[config.mk]
export PLATFORM = sky130hd
export DESIGN_NAME = flag_alu
export DESIGN_NICKNAME = d
export VERILOG_FILES = /design/src/rtl/flag_alu_pkg.sv /design/src/rtl/alu_core.sv /design/src/rtl/flag_store.sv /design/src/rtl/cond_eval.sv /design/src/rtl/flag_alu.sv
export SDC_FILE = /design/constraint.sdc
export NUM_CORES = 1
export LEC_CHECK = 0
export BUFFER_PORTS_ARGS = -buffer_cell sky130_fd_sc_hd__buf_2
export CORE_UTILIZATION = 55
export DETAILED_ROUTE_END_ITERATION = 12
export PLACE_DENSITY = 0.84
export SLEW_MARGIN = 20
export SYNTH_ARGS = -nofsm -noshare
export SYNTH_HDL_FRONTEND = slang
export SYNTH_SLANG_ARGS = --single-unit
[constraint.sdc]
create_clock -name clk -period 7.6 [get_ports clk]
set_input_delay 1.14 -clock clk [delete_from_list [all_inputs] [get_ports clk]]
set_output_delay 1.14 -clock clk [all_outputs]
set_load 0.01 [all_outputs]
[src/rtl/flag_alu_pkg.sv]
package flag_alu_pkg;

  localparam int FN_W = 4;

  typedef enum logic [FN_W-1:0] {
    FN_ADD = 4'd0,
    FN_SUB = 4'd1,
    FN_AND = 4'd2,
    FN_XOR = 4'd3
  } alu_op_e;

  typedef enum logic [FN_W-1:0] {
    CC_ALWAYS = 4'd0,
    CC_LE     = 4'd1,
    CC_LT     = 4'd2,
    CC_EQ     = 4'd3,
    CC_NE     = 4'd4,
    CC_GE     = 4'd5,
    CC_GT     = 4'd6
  } cond_e;

  typedef struct packed {
    logic zf;
    logic sf;
    logic of;
  } flags_t;

  localparam flags_t FLAGS_RESET = '{zf: 1'b1, sf: 1'b0, of: 1'b0};

endpackage

[src/rtl/alu_core.sv]
module alu_core
  import flag_alu_pkg::*;
#(
  parameter int WIDTH = 64
) (
  input  logic [WIDTH-1:0] op_a,
  input  logic [WIDTH-1:0] op_b,
  input  logic [FN_W-1:0]  fn,
  output logic [WIDTH-1:0] res,
  output flags_t           nxt_flags,
  output logic             fn_valid
);

  localparam int MSB = WIDTH - 1;

  logic             is_sub;
  logic [WIDTH-1:0] addend;
  logic [WIDTH-1:0] sum;
  logic             arith_ovf;

  // One adder serves both add and subtract; subtract inverts A and carries in 1
  assign is_sub = (fn == FN_SUB);
  assign addend = is_sub ? ~op_a : op_a;
  assign sum    = op_b + addend + {{(WIDTH-1){1'b0}}, is_sub};

  // Signed overflow: adder inputs agree in sign, sum sign differs
  assign arith_ovf = (op_b[MSB] == addend[MSB]) && (sum[MSB] != op_b[MSB]);

  always_comb begin
    res       = '0;
    fn_valid  = 1'b1;
    nxt_flags = FLAGS_RESET;
    case (fn)
      FN_ADD, FN_SUB: res = sum;
      FN_AND:         res = op_b & op_a;
      FN_XOR:         res = op_b ^ op_a;
      default: begin
        res      = '0;
        fn_valid = 1'b0;
      end
    endcase
    nxt_flags.zf = (res == '0);
    nxt_flags.sf = res[MSB];
    nxt_flags.of = ((fn == FN_ADD) || (fn == FN_SUB)) ? arith_ovf : 1'b0;
  end

  // the add result minus B gives back A
  always_comb begin
    if (fn == FN_ADD) a_r1_add_inverse: assert ((res - op_b) == op_a);
  end

  // the subtract result plus A gives back B
  always_comb begin
    if (fn == FN_SUB) a_r2_sub_inverse: assert ((res + op_a) == op_b);
  end

  // an undefined code gives a zero result
  always_comb begin
    if (!fn_valid) a_r4_undef_zero: assert (res == '0);
  end

endmodule

[src/rtl/flag_store.sv]
module flag_store
  import flag_alu_pkg::*;
(
  input  logic   clk,
  input  logic   rst_n,
  input  logic   upd_en,
  input  flags_t nxt_flags,
  output flags_t flags_q
);

  always_ff @(posedge clk or negedge rst_n) begin
    if (!rst_n)      flags_q <= FLAGS_RESET;
    else if (upd_en) flags_q <= nxt_flags;
  end

  // without an update the stored flags hold
  a_r8_flags_hold: assert property (@(posedge clk) disable iff (!rst_n)
    !upd_en |=> $stable(flags_q));

  // the flags read as the reset value after a cycle in reset
  a_r9_reset_value: assert property (@(posedge clk)
    !rst_n |=> (flags_q.zf && !flags_q.sf && !flags_q.of));

endmodule

[src/rtl/cond_eval.sv]
module cond_eval
  import flag_alu_pkg::*;
(
  input  logic [FN_W-1:0] cc,
  input  flags_t          flags,
  output logic            take
);

  logic lt;

  assign lt = flags.sf ^ flags.of;

  always_comb begin
    case (cc)
      CC_ALWAYS: take = 1'b1;
      CC_LE:     take = lt | flags.zf;
      CC_LT:     take = lt;
      CC_EQ:     take = flags.zf;
      CC_NE:     take = ~flags.zf;
      CC_GE:     take = ~lt;
      CC_GT:     take = ~lt & ~flags.zf;
      default:   take = 1'b0;
    endcase
  end

  // greater-than never holds on a zero result
  always_comb begin
    if (cc == CC_GT && take) a_r10_gt_not_zero: assert (!flags.zf);
  end

  // codes above 6 never fire
  always_comb begin
    if (cc > CC_GT) a_r11_undef_false: assert (!take);
  end

endmodule

[src/rtl/flag_alu.sv]
module flag_alu
  import flag_alu_pkg::*;
#(
  parameter int WIDTH = 64
) (
  input  logic             clk,
  input  logic             rst_n,
  input  logic [WIDTH-1:0] op_a,
  input  logic [WIDTH-1:0] op_b,
  input  logic [3:0]       alu_fn,
  input  logic             set_flags,
  input  logic [3:0]       cond_fn,
  output logic [WIDTH-1:0] result,
  output logic             zf_q,
  output logic             sf_q,
  output logic             of_q,
  output logic             cond_true
);

  flags_t nxt_flags;
  flags_t flags_q;
  logic   fn_valid;
  logic   upd_en;

  alu_core #(.WIDTH(WIDTH)) u_core (
    .op_a      (op_a),
    .op_b      (op_b),
    .fn        (alu_fn),
    .res       (result),
    .nxt_flags (nxt_flags),
    .fn_valid  (fn_valid)
  );

  assign upd_en = set_flags & fn_valid;

  flag_store u_store (
    .clk       (clk),
    .rst_n     (rst_n),
    .upd_en    (upd_en),
    .nxt_flags (nxt_flags),
    .flags_q   (flags_q)
  );

  cond_eval u_cond (
    .cc    (cond_fn),
    .flags (flags_q),
    .take  (cond_true)
  );

  assign zf_q = flags_q.zf;
  assign sf_q = flags_q.sf;
  assign of_q = flags_q.of;

  // the stored zero flag reflects the captured result
  a_r5_zero_flag: assert property (@(posedge clk) disable iff (!rst_n)
    (set_flags && alu_fn < 4'd4) |=> (zf_q == ($past(result) == '0)));

  // the stored sign flag is the top bit of the captured result
  a_r6_sign_flag: assert property (@(posedge clk) disable iff (!rst_n)
    (set_flags && alu_fn < 4'd4) |=> (sf_q == $past(result[WIDTH-1])));

  // logic operations clear overflow
  a_r7_logic_no_overflow: assert property (@(posedge clk) disable iff (!rst_n)
    (set_flags && (alu_fn == 4'd2 || alu_fn == 4'd3)) |=> !of_q);

  // an undefined operation leaves the flags untouched
  a_r4_undef_hold: assert property (@(posedge clk) disable iff (!rst_n)
    (alu_fn > 4'd3) |=> $stable({zf_q, sf_q, of_q}));

endmodule

Word level (Yosys, flattened, before mapping) --
Cells that the tools add are included.
Storage, ports and cells: register bits 3
Cells by class: equal/unequal tests 11, bitwise operators 9, $add $sub $neg 2, muxes and demuxes 5, reduce and logical (&&, ||, !) cells 7
Operators by type and width (count):
- $pmux 64 s3 | 1
- $add 64x1->64 | 1
- $add 64x64->64 | 1
- $and 64x64->64 | 1
- $logic_not 64->1 | 1
- $mux 64 | 1
- $not 64->64 | 1
- $xor 64x64->64 | 1
- $eq 4x2->1 const B | 4
- $eq 4x3->1 const B | 3
- $eq 4x1->1 const B | 2
- $logic_not 4->1 | 2
- $pmux 1 s7 | 1
- $reduce_or 4->1 | 1
- $and 1x1->1 | 2
- $mux 1 | 2
- $not 1->1 | 2
- $reduce_or 2->1 | 1
- $eq 1x1->1 | 1
- $logic_and 1x1->1 | 1
- $logic_or 1x1->1 | 1
- $ne 1x1->1 | 1
- $or 1x1->1 | 1
- $xor 1x1->1 | 1

Logic depth before layout (Yosys ltp) --
Gate-level depths: netlist (run 1).
word-level depth 7, depth in mapped cells 21, gate-level depth less buffers 17

Modules after synthesis --
A second synthesis (run 1) with hierarchy kept.
Second synthesis, totals: cell total of the unflattened synthesis 1034, area total of the unflattened synthesis 7434.6 um^2
Modules (own cells, without submodules):
- alu_core | cells each 1017, area each 7236.9 um^2, sequential area each 0.0 um^2, times used 1
- flag_store | cells each 6, area each 110.1 um^2, sequential area each 76.3 um^2, times used 1
- cond_eval | cells each 10, area each 81.3 um^2, sequential area each 0.0 um^2, times used 1
- flag_alu | cells each 1, area each 6.3 um^2, sequential area each 0.0 um^2, times used 1

Worst setup path after synthesis (run 1) --
No wires, ideal clock.
kind input-to-output, start in alu_fn[0], end out result[60], arrival time 5328 ps, stages 18, path slack 1132 ps, path buffers 3, cells stage by stage buf_4 or4b_1 clkbuf_1 buf_1 xnor2_1 ha_1 a211oi_1 a211oi_1 a211oi_1 o21ai_0 a41oi_1 a21o_1 o21a_1 o31ai_1 a21oi_1 nor2b_1 or4_1 and4_1
On the way: longest elaborated chain between the ends 5, elaborated cells between the ends (all ways) 9
RTL lines:
- start, declared | line flag_alu.sv:10 | input logic [3:0] alu_fn,
- $eq 4x1->1 | line alu_core.sv:22, alu_core.sv:33
- $mux 64 | line alu_core.sv:23 | assign addend = is_sub ? ~op_a : op_a;
- $add 64x64->64 | line alu_core.sv:24 | assign sum = op_b + addend + {{(WIDTH-1){1'b0}}, is_sub};
- $add 64x1->64 | line alu_core.sv:24
- $pmux 64 s3 (*) | line alu_core.sv:33 | case (fn)
- end, declared | line flag_alu.sv:13 | output logic [WIDTH-1:0] result,
Mark *: on every way between the ends. The rest lies on a longest branch, timed or not.

Worst setup path after layout (run 1) --
start in alu_fn[1], end out result[60]
Same word-level chain as after synthesis.

==> results of run 1 <==
==> cell families (layout without fill, tap and decap cells) <==
kind of cell	after synthesis	in the layout
mux	31	31
compound gates	334	334
xor+xnor	120	120
fa+ha+maj	141	141
flops	3	3
buf+inv	78	243
simple gates	279	279
other cells	0	1
==> tightest hold or removal path: cells and delay by family, from the launching register on <==
kind / cells / cell delay (ns)
compound gates: 1 / 0.06
flops: 1 / 0.37
simple gates: 1 / 0.06
==> report_power, final <==
part | internal [W] | switching, W
sequential | 0.0000174 | 0.00000122
clock | 0.0000692 | 0.0000135
combinational | 0.000286 | 0.000424
==> synth_stat cells (all sizes together) (6+ instances only) <==
library cell and instances:
o21bai 8, a211oi 12, a21boi 8, a21o 23, buf 10, a21oi 83
ha 140, inv 25, or3 7, nand2b 9, clkbuf 43, xor2 31
a22oi 31, o21ai 81, o22ai 14, nand2 82, o31ai 8, nand4 30
a222oi 8, nor3 23, mux2i 26, a31oi 6, nor2 63, xnor2 89
nand3 17, o21a 19, nor2b 10
==> worst min-delay path by stage <==
stage	endpoint	startpoint	slack, ns	cells after the start
after floorplan	u_store.flags_q[2]	u_store.flags_q[2]	0.48	2
after global placement	u_store.flags_q[2]	u_store.flags_q[2]	0.49	2
after detailed placement	u_store.flags_q[2]	u_store.flags_q[2]	0.49	2
after CTS	u_store.flags_q[2]	u_store.flags_q[2]	0.50	2
after global routing	u_store.flags_q[2]	u_store.flags_q[2]	0.51	2
final	u_store.flags_q[2]	u_store.flags_q[2]	0.50	2
==> metrics by stage <==
step | total power, W | std cells
after floorplan | 0.000498 | 986
after global placement | 0.000700 | 1319
after detailed placement | 0.000709 | 1319
after CTS | 0.000798 | 1323
after global routing | 0.000886 | 1324
final | 0.000811 | 1324
==> per-layer routing <==
layer	part of all wire	GRT usage	vias to the layer above
met5	0	0	-
met4	0.034	0.120	0
met3	0.067	0.0306	56
met2	0.45	0.584	382
met1	0.45	0.469	3906
li1	-	-	4048
==> cell usage in the layout (no fill, tap or decap), drive strengths merged, types with 6 or more instances in the layout <==
master	netlist	routed
o21a	19	19
a31oi	6	6
nand2	82	82
ha	140	140
nand3	17	17
buf	10	214
o21ai	81	81
a21o	23	23
xnor2	89	89
nand2b	9	9
o22ai	14	14
inv	25	25
a211oi	12	12
a22oi	31	31
or3	7	7
nor2b	10	10
a21oi	83	83
a21boi	8	8
xor2	31	31
nand4	30	30
nor2	63	63
mux2i	26	26
nor3	23	23
o31ai	8	8
o21bai	8	8
a222oi	8	8
==> final cells by class <==
cell class	instances	share of cell area
flip-flops and latches	3	0.00922
well taps	172	0.0260
inverters	25	0.0113
clock buffers	4	0.00952
diodes	1	0.000302
multi-input cells	905	0.812
repair buffers	214	0.132
==> flow_metrics.py, run 1 <==
metrics = {
    "worst_setup_path": {
        "reg2reg_slack_ns": 6.83,
        "r2r_end": "u_store.flags_q[1]",
        "cp.arrival_ns": 6.11,
        "crit_start": "alu_fn[1]",
        "crit_family": "compound AO/OA/AOI/OAI gates",
        "path_class": "primary input to output pin",
        "crit_chain": "buf_2 -> or4b_4 -> buf_4 -> xnor2_1 -> ha_1 -> a21oi_1 -> o21ai_0 -> a211oi_1 -> o21ai_0 -> a41oi_1 -> a21o_1 -> o21a_1 -> o31ai_1 -> a21oi_1 -> nor2b_1 -> or4_1 -> and4_1 -> buf_2",
        "crit_required_ns": 6.46,
        "cp_max_fo": 32,
        "critPathCapture": "result[60]",
        "critPathMaxStageDelay_ns": 0.74,
        "path_depth": 18,
        "worstSetupStartpointType": "primary input",
        "end_kind": "output pin",
        "critPathBufInv": 3,
        "cp_slowest_cell": "or4b_4",
        "rr_worst_depth": 1,
        "rr_startpoint": "u_store.flags_q[1]",
    },
    "route": {
        "antenna_left": 0,
        "vias": 8392,
        "drc_errors": 0,
        "avgViaCountPerCell": 6.34,
        "routedWlPerCell_microns": 18.0,
        "dr.pass1.iters": 5,
        "wirelength_microns": 23800,
        "drtIter0Drc": 682,
    },
    "grt": {
        "grt_max_degree": 45,
        "grt_overflow": 0,
        "track_usage": 0.350,
        "grt_pass1_wl_microns": 37200,
        "grt_pass1_vias": 7614,
        "antenna_found_initial": 1,
    },
    "clock_network": {
        "clockBufferDepth": 2,
        "cts_tree": "built",
        "cts_buffers": 3,
        "clock_latency_ns": 0.22,
        "holdBufCountCts": 0,
        "htreeDepth": 1,
        "postCtsSetupRepairBufs": 0,
        "clk_pin_slew_ns": 0.03,
        "post_cts_resized": 0,
        "cts_num_sinks": 3,
        "cts-root-buf": "clkbuf_16",
    },
    "finish": {
        "drive_above_1_share": 0.206,
        "n_fill_cell": 1131,
        "largest_register_ffs": 3,
        "largest_registers": "u_store.flags_q: 3 flops",
        "num-nets-final": 1432,
        "multiInputGateArea_sq_mm": 0.00672,
        "stdcell_area_sq_mm": 0.00828,
        "post-route-util": 0.659,
        "synthToLayoutAreaGrowth_pct": 17.1,
        "regArea_sq_um": 76.3,
        "top_register": "u_store.flags_q",
    },
    "synthesis": {
        "synth_area_sq_mm": 0.00707,
        "yosys_warnings": 0,
        "synthAdderAreaFrac": 0.251,
        "synth_top_family_by_area": "compound AO/OA/AOI/OAI gates",
        "synthMuxAreaShare": 0.0448,
        "syn_nets": 1266,
        "synth_xor_xnor_area_share": 0.149,
        "async_flop_share": 1.00,
        "synth-compound-area-share": 0.306,
        "avgSynthCellArea_sq_um": 7.17,
        "synth_top_area_share": 0.248,
        "synth.yosys.seq_area_share": 0.0108,
        "synthCells": 986,
        "synth_cell_types": 68,
        "yosys-top-cells-area": "ha_1 25%, xnor2_1 11%, a21oi_1 5.9%",
        "synth-edff-count": 0,
        "synth_flop_cell": "dfrtp_1",
        "ys_seq_elements": 3,
        "synth-simple-area-share": 0.197,
        "synth_top_cell_by_area": "ha_1",
    },
    "timing": {
        "setup_slack_ns": 0.346,
        "rsz0062_at_grt": "no",
        "finalMaxSlewViolations": 0,
        "max_slew_margin": 0.424,
        "tightest_slew_ns": 0.863,
        "fin_crit_ns": 7.25,
        "period_share": 0.954,
        "fmaxAchievable_mhz": 138,
        "fin_skew_ns": 0,
        "finalSetupViolCount": 0,
        "final-hold-violation-count": 0,
        "hold_ws_ns": 0.496,
        "finalSetupTns_ns": 0,
    },
    "outcome": {
        "status": "finished, final reports clean",
    },
    "floorplanning": {
        "dieArea_sq_mm": 0.0133,
        "die_y_microns": 115,
        "num_rows": 41,
        "die_w_microns": 115,
        "start_util": 0.562,
        "ios": 207,
        "core_sq_mm": 0.0126,
    },
    "placed_design": {
        "gp_congestion": 0.963,
        "place.port_buffers": 206,
        "placed_area_sq_mm": 0.00820,
        "hpwl_microns": 19400,
        "dpl_worst_slack_ns": 0.470,
    },
    "job": {
        "cap_viol_max_count": 0,
    },
    "power_and_ir_drop": {
        "p_per_area_mw_per_mm2": 98.0,
        "p_leak_nw": 4.00,
        "ir_drop_mv": 0.0628,
    },
    "min_path": {
        "worstHoldPathType": "flop to flop",
    },
}
Power figures use the tool's default switching activity.
==> inputs of run 2 (changes only) <==
--- a/config.mk
+++ b/config.mk
@@ -5,10 +5,10 @@
 export SDC_FILE = /design/constraint.sdc
 export NUM_CORES = 1
 export LEC_CHECK = 0
-export BUFFER_PORTS_ARGS = -buffer_cell sky130_fd_sc_hd__buf_2
-export CORE_UTILIZATION = 55
+export CORE_UTILIZATION = 56
 export DETAILED_ROUTE_END_ITERATION = 12
-export PLACE_DENSITY = 0.84
+export DONT_BUFFER_PORTS = 1
+export PLACE_DENSITY = 0.71
 export SLEW_MARGIN = 20
 export SYNTH_ARGS = -nofsm -noshare
 export SYNTH_HDL_FRONTEND = slang
==> run 2 against run 1 <==
  * Via count shrank 10%
  * Flip-flop and latch count is the same
  * Count of clock-buffer cells in the layout did not move
  * Critical path depth fell by 5
  * Wire length fell by 1.0%
  * Design area decreased by 13%
  * Critical path type unchanged
  * Critical endpoint is now result[62]
  * Highest routed layer unchanged
==> flow_metrics.py, run 2 (synthesis gave the netlist of run 1 again) <==
metrics = {
    "outcome": {
        "status": "finished, final reports clean",
    },
    "timing": {
        "max_slew_margin": 0.462,
        "finalSetupViolCount": 0,
        "final-hold-violation-count": 0,
        "rsz0062_at_grt": "no",
        "finalMaxSlewViolations": 0,
        "fmaxAchievable_mhz": 145,
        "period_share": 0.907,
        "finalSetupTns_ns": 0,
        "tightest_slew_ns": 0.805,
        "fin_skew_ns": 0,
        "fin_crit_ns": 6.90,
    },
    "floorplanning": {
        "dieArea_sq_mm": 0.0131,
        "core_sq_mm": 0.0122,
        "start_util": 0.581,
        "num_rows": 40,
        "die_w_microns": 114,
        "ios": 207,
        "die_y_microns": 114,
    },
    "finish": {
        "drive_above_1_share": 0.0308,
        "top_register": "u_store.flags_q",
        "diodes": 0,
        "final_common_cell": "ha_1",
        "synthToLayoutAreaGrowth_pct": 2.23,
        "num-nets-final": 1224,
        "largest_register_ffs": 3,
        "post-route-util": 0.594,
        "largest_registers": "u_store.flags_q: 3 flops",
        "stdcell_area_sq_mm": 0.00722,
        "layout_common_cells": "140 x ha_1, 89 x xnor2_1, 83 x a21oi_1, 82 x nand2_1, 78 x o21ai_0",
    },
    "clock_network": {
        "cts_tree": "built",
        "cts_num_sinks": 3,
        "clockBufferDepth": 2,
        "holdBufCountCts": 0,
        "htreeDepth": 1,
        "cts_buffers": 3,
        "cts-root-buf": "clkbuf_16",
        "clock_latency_ns": 0.22,
        "clk_pin_slew_ns": 0.03,
        "post_cts_resized": 0,
        "postCtsSetupRepairBufs": 0,
    },
    "grt": {
        "grt_overflow": 0,
        "grt_max_degree": 46,
        "track_usage": 0.347,
        "antenna_found_initial": 0,
        "grt_pass1_wl_microns": 36400,
        "grt_pass1_vias": 7012,
    },
    "route": {
        "dr.pass1.iters": 5,
        "vias": 7518,
        "avgViaCountPerCell": 6.77,
        "antenna_left": 0,
        "drc_errors": 0,
        "routedWlPerCell_microns": 21.2,
        "drtIter0Drc": 623,
        "wirelength_microns": 23600,
    },
    "worst_setup_path": {
        "critPathMaxStageDelay_ns": 0.87,
        "critPathBufInv": 0,
        "cp_slowest_cell": "or4b_4",
        "end_kind": "output pin",
        "worstSetupStartpointType": "primary input",
        "crit_required_ns": 6.46,
        "reg2reg_slack_ns": 6.78,
        "crit_chain": "or4b_4 -> xnor2_1 -> ha_1 -> a211oi_1 -> a21oi_1 -> o31ai_1 -> o31ai_1 -> a32o_1 -> or2_2 -> a211oi_1 -> o22ai_1 -> xnor2_1 -> o22ai_1",
        "crit_family": "compound AO/OA/AOI/OAI gates",
        "cp.arrival_ns": 5.76,
        "path_class": "primary input to output pin",
        "cp_max_fo": 44,
    },
    "power_and_ir_drop": {
        "ir_drop_mv": 0.0539,
        "p_leak_nw": 3.09,
        "p_per_area_mw_per_mm2": 101,
    },
    "job": {
        "cap_viol_max_count": 0,
    },
    "placed_design": {
        "hpwl_microns": 19000,
        "gp_congestion": 0.938,
        "place.port_buffers": 0,
        "placed_area_sq_mm": 0.00715,
    },
    "min_path": {
        "worstHoldPathType": "flop to flop",
    },
}
## run 2: cell count changes in the layout (fill, tap and decap cells not counted)
cell	change
buf_4	-2
diode_2	-1
buf_2	-206
## run 2: path summary, 6_finish.rpt
check / from / end / cells after the start
max reg2reg: u_store.flags_q[1] / u_store.flags_q[1] / 1
min: u_store.flags_q[2] / u_store.flags_q[2] / 2
min in group asynchronous: rst_n / u_store.flags_q[1] / 0
max: alu_fn[1] / result[62] / 13
max in group asynchronous: rst_n / u_store.flags_q[2] / 0
min reg2reg: u_store.flags_q[2] / u_store.flags_q[2] / 2
## run 2: per-stage QoR
step	std cells	total power, W	setup WS [ns]	hold WS, ns
global placement	1107	0.000628	0.658	0.501
CTS	1111	0.000716	0.803	0.511
detailed placement	1107	0.000627	0.628	0.507
global route	1111	0.000792	0.438	0.529
floorplan	986	0.000498	1.13	0.484
finish	1111	0.000728	0.705	0.512
## run 2: metal layers
| metal | vias up | GRT usage | wire [microns] |
|---|---|---|---|
| met3 | 28 | 0.0529 | 2190 |
| met4 | 0 | 0.0701 | 352 |
| met5 | - | 0 | 0 |
| met1 | 3489 | 0.485 | 10600 |
| met2 | 377 | 0.562 | 10400 |
| li1 | 3624 | - | - |
## run 2: layout make-up
| type | instances | area (sq um) |
|---|---|---|
| multi-input combinational | 905 | 6720 |
| fill | 1258 | 4940 |
| tap | 168 | 210 |
| inverter | 25 | 93.8 |
| clock buffer | 4 | 78.8 |
| sequential | 3 | 76.3 |
| timing repair buffer | 6 | 45.0 |
## run 2: power by group
part | switching [W] | total (W) | internal (W)
combinational | 0.000382 | 0.000624 | 0.000243
clock | 0.0000147 | 0.0000840 | 0.0000693
sequential | 0.00000221 | 0.0000196 | 0.0000174
